==> config.mk <==
export PLATFORM = sky130hd
export DESIGN_NAME = adc_lane_serializer
export DESIGN_NICKNAME = d
export VERILOG_FILES = /design/src/rtl/adc_ser_pkg.sv /design/src/rtl/ser_cfg_latch.sv /design/src/rtl/ser_timing.sv /design/src/rtl/ser_lane.sv /design/src/rtl/adc_lane_serializer.sv
export SDC_FILE = /design/constraint.sdc
export NUM_CORES = 1
export LEC_CHECK = 0
export ABC_CLOCK_PERIOD_IN_PS = 10700
export BUFFER_PORTS_ARGS = -buffer_cell sky130_fd_sc_hd__buf_2
export CORE_MARGIN = 2
export CORE_UTILIZATION = 58
export CTS_CLUSTER_DIAMETER = 50
export DETAILED_ROUTE_END_ITERATION = 8
export PLACE_DENSITY = 0.87
export SYNTH_ARGS = -nofsm -noshare
export SYNTH_HDL_FRONTEND = slang
export SYNTH_SLANG_ARGS = --single-unit
export TNS_END_PERCENT = 5
==> constraint.sdc <==
create_clock -name clk -period 10.7 [get_ports clk]
set_input_delay 1.605 -clock clk [delete_from_list [all_inputs] [get_ports clk]]
set_output_delay 1.605 -clock clk [all_outputs]
set_load 0.02 [all_outputs]
==> src/rtl/adc_ser_pkg.sv <==
package adc_ser_pkg;

   localparam int MAX_WORD = 16;
   localparam int WLEN_W   = 5;

   typedef enum logic [1:0] {
      CH_SINGLE = 2'd0,
      CH_DUAL   = 2'd1,
      CH_QUAD   = 2'd2
   } ch_mode_e;

   function automatic ch_mode_e decode_ch(input logic [1:0] code);
      case (code)
         2'b00:   return CH_SINGLE;
         2'b01:   return CH_DUAL;
         default: return CH_QUAD;
      endcase
   endfunction

   function automatic logic [WLEN_W-1:0] decode_wlen(input logic [2:0] code,
                                                     input ch_mode_e   ch);
      case (code)
         3'b001:  return WLEN_W'(14);
         3'b010:  return WLEN_W'(16);
         3'b011:  return (ch == CH_SINGLE) ? WLEN_W'(8) : WLEN_W'(12);
         default: return WLEN_W'(12);
      endcase
   endfunction

endpackage

==> src/rtl/ser_cfg_latch.sv <==
module ser_cfg_latch
   import adc_ser_pkg::*;
(
   input  logic              clk,
   input  logic              rst_n,
   input  logic              pwr_dn,
   input  logic [2:0]        wl_code,
   input  logic [1:0]        ch_code,
   output logic [WLEN_W-1:0] wlen,
   output ch_mode_e          ch_mode
);

   ch_mode_e ch_next;

   always_comb ch_next = decode_ch(ch_code);

   always_ff @(posedge clk or negedge rst_n) begin
      if (!rst_n) begin
         wlen    <= WLEN_W'(12);
         ch_mode <= CH_SINGLE;
      end else if (pwr_dn) begin
         wlen    <= decode_wlen(wl_code, ch_next);
         ch_mode <= ch_next;
      end
   end

   // configuration frozen while running
   p_cfg_hold_r10: assert property (@(posedge clk) disable iff (!rst_n)
      (!pwr_dn && $past(!pwr_dn)) |-> ($stable(wlen) && $stable(ch_mode)));

   // narrow words only with one channel
   p_narrow_single_r3: assert property (@(posedge clk) disable iff (!rst_n)
      (wlen == WLEN_W'(8)) |-> (ch_mode == CH_SINGLE));

endmodule

==> src/rtl/ser_timing.sv <==
module ser_timing
   import adc_ser_pkg::*;
(
   input  logic                clk,
   input  logic                rst_n,
   input  logic                pwr_dn,
   input  logic [WLEN_W-1:0]   wlen,
   input  logic                adv_bit,
   input  logic                dly_bit,
   input  logic [1:0]          bclk_phase,
   output logic                load,
   output logic [WLEN_W-1:0]   bidx,
   output logic                fclk_q,
   output logic                bclk_q
);

   localparam int TK_W = WLEN_W + 1;

   logic [TK_W-1:0] tk;
   logic [TK_W-1:0] ft;
   logic [TK_W-1:0] td;
   logic [TK_W:0]   sum;
   logic [1:0]      ph_q;
   logic            fclk_nx;
   logic            run_q;

   always_comb begin
      ft  = {wlen, 1'b0};
      sum = {1'b0, tk};
      if (adv_bit && !dly_bit)
         sum = sum + (TK_W+1)'(2);
      else if (dly_bit && !adv_bit)
         sum = sum + {1'b0, ft} - (TK_W+1)'(2);
      if (sum >= {1'b0, ft})
         td = TK_W'(sum - {1'b0, ft});
      else
         td = sum[TK_W-1:0];
      bidx    = td[TK_W-1:1];
      load    = (td == '0) && !pwr_dn;
      fclk_nx = (bidx < (wlen >> 1));
      ph_q    = tk[1:0] - bclk_phase;
   end

   always_ff @(posedge clk or negedge rst_n) begin
      if (!rst_n) begin
         tk     <= '0;
         fclk_q <= 1'b0;
         bclk_q <= 1'b0;
         run_q  <= 1'b0;
      end else if (pwr_dn) begin
         tk     <= '0;
         fclk_q <= 1'b0;
         bclk_q <= 1'b0;
         run_q  <= 1'b0;
      end else begin
         tk     <= (tk == ft - TK_W'(1)) ? '0 : tk + TK_W'(1);
         fclk_q <= fclk_nx;
         bclk_q <= ~ph_q[1];
         run_q  <= 1'b1;
      end
   end

   // tick counter stays inside one word
   p_tick_range_r1: assert property (@(posedge clk) disable iff (!rst_n)
      tk < ft);

   // bit clock period of four cycles
   p_bclk_period_r9: assert property (@(posedge clk) disable iff (!rst_n)
      (run_q && $past(run_q) && $past(run_q, 2)) |-> (bclk_q != $past(bclk_q, 2)));

   // idle frame clock after power-down
   p_fclk_idle_r11: assert property (@(posedge clk) disable iff (!rst_n)
      pwr_dn |=> (!fclk_q && !bclk_q));

endmodule

==> src/rtl/ser_lane.sv <==
module ser_lane
   import adc_ser_pkg::*;
#(
   parameter int SMP_W = 13
) (
   input  logic              clk,
   input  logic              rst_n,
   input  logic              pwr_dn,
   input  logic              smp_vld,
   input  logic [SMP_W-1:0]  smp_in,
   input  logic              twos_fmt,
   input  logic              msb_first,
   input  logic [WLEN_W-1:0] wlen,
   input  logic              load,
   input  logic [WLEN_W-1:0] bidx,
   output logic              lane_q
);

   localparam int PAD   = MAX_WORD - SMP_W;
   localparam int POS_W = $clog2(MAX_WORD);

   logic [SMP_W-1:0]    hold_q;
   logic [SMP_W-1:0]    fmt_s;
   logic [MAX_WORD-1:0] w16;
   logic [MAX_WORD-1:0] word_now;
   logic [MAX_WORD-1:0] frame_q;
   logic [MAX_WORD-1:0] src;
   logic [WLEN_W-1:0]   shamt;
   logic [WLEN_W-1:0]   pos;

   always_comb begin
      fmt_s = hold_q;
      if (twos_fmt)
         fmt_s[SMP_W-1] = ~hold_q[SMP_W-1];
      w16      = MAX_WORD'(fmt_s) << PAD;
      shamt    = WLEN_W'(MAX_WORD) - wlen;
      word_now = w16 >> shamt;
      src      = load ? word_now : frame_q;
      pos      = msb_first ? (wlen - WLEN_W'(1) - bidx) : bidx;
   end

   always_ff @(posedge clk or negedge rst_n) begin
      if (!rst_n)
         hold_q <= '0;
      else if (smp_vld)
         hold_q <= smp_in;
   end

   always_ff @(posedge clk or negedge rst_n) begin
      if (!rst_n) begin
         frame_q <= '0;
         lane_q  <= 1'b0;
      end else if (pwr_dn) begin
         frame_q <= '0;
         lane_q  <= 1'b0;
      end else begin
         if (load)
            frame_q <= word_now;
         lane_q <= src[pos[POS_W-1:0]];
      end
   end

   // lane idle after power-down
   p_lane_idle_r11: assert property (@(posedge clk) disable iff (!rst_n)
      pwr_dn |=> !lane_q);

   generate
      if (PAD > 0) begin : g_pad_chk
         // low positions of a full-length word are zero
         p_pad_zero_r2: assert property (@(posedge clk) disable iff (!rst_n)
            (wlen == WLEN_W'(MAX_WORD)) |-> (frame_q[PAD-1:0] == '0));
      end
   endgenerate

endmodule

==> src/rtl/adc_lane_serializer.sv <==
module adc_lane_serializer
   import adc_ser_pkg::*;
#(
   parameter int LANES = 8,
   parameter int SMP_W = 13
) (
   input  logic                         clk,
   input  logic                         rst_n,
   input  logic                         pwr_dn,
   input  logic [2:0]                   wl_code,
   input  logic [1:0]                   ch_code,
   input  logic                         msb_first,
   input  logic                         twos_fmt,
   input  logic                         adv_bit,
   input  logic                         dly_bit,
   input  logic [1:0]                   bclk_phase,
   input  logic                         smp_vld,
   input  logic [4*LANES*SMP_W-1:0]     chan_smp,
   output logic [LANES-1:0]             lane_out,
   output logic                         fclk_out,
   output logic                         bclk_out
);

   localparam int NCH     = 4;
   localparam int DUAL_SL = LANES / 2;
   localparam int QUAD_SL = LANES / NCH;

   generate
      if (LANES % NCH != 0) begin : g_bad_lanes
         $error("LANES must be a multiple of four");
      end
      if (SMP_W < 8 || SMP_W > MAX_WORD) begin : g_bad_width
         $error("SMP_W must lie between 8 and 16");
      end
   endgenerate

   logic [WLEN_W-1:0] wlen;
   ch_mode_e          ch_mode;
   logic              load;
   logic [WLEN_W-1:0] bidx;

   ser_cfg_latch u_cfg (
      .clk     (clk),
      .rst_n   (rst_n),
      .pwr_dn  (pwr_dn),
      .wl_code (wl_code),
      .ch_code (ch_code),
      .wlen    (wlen),
      .ch_mode (ch_mode)
   );

   ser_timing u_tim (
      .clk        (clk),
      .rst_n      (rst_n),
      .pwr_dn     (pwr_dn),
      .wlen       (wlen),
      .adv_bit    (adv_bit),
      .dly_bit    (dly_bit),
      .bclk_phase (bclk_phase),
      .load       (load),
      .bidx       (bidx),
      .fclk_q     (fclk_out),
      .bclk_q     (bclk_out)
   );

   generate
      for (genvar l = 0; l < LANES; l++) begin : g_lane
         localparam int C_DUAL = l / DUAL_SL;
         localparam int S_DUAL = l % DUAL_SL;
         localparam int C_QUAD = l / QUAD_SL;
         localparam int S_QUAD = l % QUAD_SL;
         localparam int B_ONE  = l * SMP_W;
         localparam int B_DUAL = (C_DUAL * LANES + S_DUAL) * SMP_W;
         localparam int B_QUAD = (C_QUAD * LANES + S_QUAD) * SMP_W;

         logic [SMP_W-1:0] slot;

         always_comb begin
            case (ch_mode)
               CH_SINGLE: slot = chan_smp[B_ONE  +: SMP_W];
               CH_DUAL:   slot = chan_smp[B_DUAL +: SMP_W];
               default:   slot = chan_smp[B_QUAD +: SMP_W];
            endcase
         end

         ser_lane #(.SMP_W(SMP_W)) u_lane (
            .clk       (clk),
            .rst_n     (rst_n),
            .pwr_dn    (pwr_dn),
            .smp_vld   (smp_vld),
            .smp_in    (slot),
            .twos_fmt  (twos_fmt),
            .msb_first (msb_first),
            .wlen      (wlen),
            .load      (load),
            .bidx      (bidx),
            .lane_q    (lane_out[l])
         );
      end
   endgenerate

   // all outputs idle during power-down
   p_out_idle_r11: assert property (@(posedge clk) disable iff (!rst_n)
      pwr_dn |=> (lane_out == '0 && !fclk_out && !bclk_out));

endmodule

==> key figures <==
Synthesis
  • Post-synth top area share: 0.394
  • Flops & latches, synth: 254
  • Synth warn: 0
  • Top FF cell, synth: dfrtp_1
  • Largest cells by area after synthesis: dfrtp_1 39%, mux2i_1 11%, mux2_2 7.5%
  • Register area share after synthesis: 0.398
  • Synth Net Count: approximately 2200
  • Syn_area_per_cell: between 9 and 10 sq um
  • EDFF count, synth: 0
  • Synth cell types: 79
  • Synth async-reset ratio: 1.00
  • Cells after Synth: approximately 1700
  • Mapped Area: 16000 sq um
  • Synth area leader: dfrtp_1

Global routing
  • Largest net degree at the start of global routing: 100
  • First-pass GRT wire length: 85000 microns
  • GR Util All Layers: 0.389
  • Global route overflow: 0
  • Antenna violations before repair: 1
  • Vias in the first global route: 14600

Setup path
  • Setup slack, reg-to-reg: 1.73 ns
  • R2R Path End: g_lane[7].u_lane.lane_q
  • Crit path buffers/inverters: 3
  • Crit path kind: register to register
  • CP endpoint: g_lane[7].u_lane.lane_q
  • Critical path required time: 11.01 ns
  • Crit end category: register
  • Crit Path Max Fanout: 49
  • Crit path largest cell delay: 0.92 ns
  • Delay-heaviest family, CP: simple AND/OR/NAND/NOR gates
  • Beginning of the critical path: u_cfg.wlen[1]
  • Crit path arrival time: 9.28 ns
  • Critical path depth: 25
  • CP max-delay cell: nor2_1
  • Most frequent CP cell: ha_1
  • R2R cell count: 25
  • FF-to-FF Start: u_cfg.wlen[1]
  • Crit start category: register

Pwr
  • Int Power: 2.17 mW
  • Switch Pwr: 1.20 mW
  • Power share of the clock group: 0.357
  • Switching Fraction: 0.356
  • Combinational share of power: 0.303
  • Seq pwr share: 0.339
  • Leak pwr: 8.08 nW
  • Pwr dens: roughly 180 nW/um^2
  • Max IR drop VDD: 0.109 mV

Place
  • Routability cong.: between 0.9 and 1
  • Post-DP HPWL: 37900 microns
  • Port Buffer Count: approximately 230

STA
  • Max Clock Freq: 0.111 GHz
  • Slew @ Worst Pin: 1.44 ns
  • Finish-stage setup viols: 0
  • Relative slew slack: 0.0385
  • Final clock period utilization by the worst path: 0.839
  • Clock skew: 0.0253 ns
  • Final hold viol count: 0
  • Total negative slack: 0 ns
  • RSZ-0062 raised after global routing: false
  • Max-slew violation count: 0
  • Minimum clock period: about 9.0 ns

Finish
  • Post-Route Utilization: 0.683
  • Layout area overhead: 15.4%
  • Fin nets: 2340
  • Layout cells sized above 1: 0.241

Floorplan
  • Chip Height: ~170 microns
  • # rows: 60
  • Initial Util: 0.592
  • Die ar.: 28900 sq um
  • I/O pins: 441
  • CORE AREA: 27000 sq um
  • Chip width: 170 microns

Job
  • MaxCap Viol Count: 0

CTS
  • Cts bufs inserted: 34
  • Clock Sink Count: about 250
  • Max clock buf depth: 3
  • Hold buffers post-CTS: 0
  • Post-CTS Setup Inserts: 0
  • Root buf cell: clkbuf_16
  • Cts repair resizes: 0
  • Clk pin slew, worst setup/hold paths: 0.06 ns
  • Worst-skew pair later-pin latency: approximately 0.52 ns
  • CTS tree: yes
  • H-tree levels: 2

Worst hold path
  • Hold Path Class: register to register

Outcome
  • Status: finished, final reports clean

Route
  • Drt pass-1 iters: 8
  • Routed len/inst: 25.0 microns
  • Vias per inst: 6.74
  • Drt drc: 0
  • Total number of vias: 15200
  • DRT iter0 DRCs: 2234
  • Post-route ant nets: 0
  • Final WL: 56400 microns
## logic make-up (layout without fill, tap and decap cells)
kind of cell	after synthesis	count (layout)	share of synthesized area
mux	278	278	0.182
other cells	0	1	0
flops	254	254	0.398
simple gates	524	524	0.150
fa+ha+maj	22	22	0.0186
buf+inv	174	350	0.0466
xor+xnor	32	32	0.0185
compound gates	452	452	0.186
## tightest hold or removal path: stages, from the launching register on
cell and delay [ns]:
dfrtp_1 0.34, a21oi_1 0.06, nor2_1 0.08
## sequential cells by signal, summed over array words and instances, names as in the netlist
name and cells:
g_lane.u_lane.frame_q 128, g_lane.u_lane.hold_q 104, g_lane.u_lane.lane_q 8, u_cfg.ch_mode 2, u_cfg.wlen 4, u_tim.bclk_q 1
u_tim.fclk_q 1, u_tim.tk 6
## power by group through the flow
stage                     Sequential (mW)  Combinational [mW]  Clock, mW
final                                1.14                1.02       1.20
after global routing                 1.15                1.07       1.24
after CTS                            1.14               0.980       1.20
after detailed placement             1.15               0.969          0
after global placement               1.15               0.948          0
after floorplan                      1.11               0.659          0
## layout make-up
| type | instances | area (sq um) |
|---|---|---|
| antenna | 1 | 2.50 |
| clock buffer | 44 | 960 |
| clock inverter | 17 | 224 |
| fill | 2042 | 8580 |
| inverter | 28 | 105 |
| multi-input combinational | 1308 | 8970 |
| sequential | 254 | 6370 |
| tap | 341 | 427 |
| timing repair buffer | 261 | 1390 |
## cell usage after synthesis, drive strengths merged (4+ instances only)
master   count
inv         28
ha          19
a22o        19
or2          5
a21oi      111
mux2i      172
a31oi        8
clkbuf      84
mux2       106
o2bb2ai      8
nand2b       9
nand4        6
and3        16
nor4        17
a22oi       38
or3          8
o21a         7
and4b        4
a211oi      25
dfrtp      252
nor2b        5
xnor2       24
a221oi      24
o311ai       4
o22ai       30
xor2         7
nand2      159
a211o        6
o31ai        5
a221o       13
and2        27
nand3       21
o21ai      106
nor2       209
buf         62
nor3        28
o211ai      18
## layer usage
| layer | routed length (microns) | track usage | vias to the layer above |
|---|---|---|---|
| li1 | - | - | 6609 |
| met4 | 3190 | 0.195 | 0 |
| met2 | 22900 | 0.546 | 1184 |
| met5 | 0 | 0 | - |
| met1 | 21100 | 0.510 | 7133 |
| met3 | 9190 | 0.172 | 257 |
## worst min-delay path by stage
stage | cells after the start | slack, ns | to | startpoint
6_report | 2 | 0.52 | g_lane[5].u_lane.frame_q[9] | g_lane[5].u_lane.frame_q[9]
5_1_grt | 2 | 0.54 | g_lane[2].u_lane.frame_q[15] | g_lane[2].u_lane.frame_q[15]
4_1_cts | 2 | 0.52 | g_lane[2].u_lane.frame_q[15] | g_lane[2].u_lane.frame_q[15]
3_5_place_dp | 2 | 0.50 | g_lane[2].u_lane.frame_q[15] | g_lane[2].u_lane.frame_q[15]
3_3_place_gp | 2 | 0.49 | g_lane[0].u_lane.frame_q[15] | g_lane[0].u_lane.frame_q[15]
2_1_floorplan | 2 | 0.47 | g_lane[0].u_lane.frame_q[15] | g_lane[0].u_lane.frame_q[15]
## per-stage QoR
stage          hold WS (ns)  cells  worst slack [ns]  power, mW  instance area [sq um]
2_1_floorplan         0.472   1736              4.75       1.77                  16000
4_1_cts               0.515   2253              2.16       3.32                  18400
3_3_place_gp          0.488   2192              2.34       2.10                  17300
6_report              0.516   2254              1.73       3.37                  18500
5_1_grt               0.536   2253              1.53       3.47                  18400
3_5_place_dp          0.502   2192              2.28       2.12                  17300
## cells in the final DEF, fill, tap and decap left out, types with 7 or more instances in the layout
master     count
a211oi_1      25
a21oi_1      111
a221o_1       13
a221oi_1      24
a22o_1        19
a22oi_1       38
a31oi_1        8
and2_1        26
and3_1        16
buf_2        229
buf_4         31
clkbuf_16     35
clkinv_2       8
dfrtp_1      249
ha_1          18
inv_1         27
mux2_2       106
mux2i_1      172
nand2_1      156
nand2b_1       9
nand3_1       20
nor2_1       208
nor3_1        22
nor4_1        14
o211ai_1      18
o21a_1         7
o21ai_0      104
o22ai_1       30
o2bb2ai_1      8
or3_1          8
xnor2_1       20
Power figures use the tool's default switching activity.
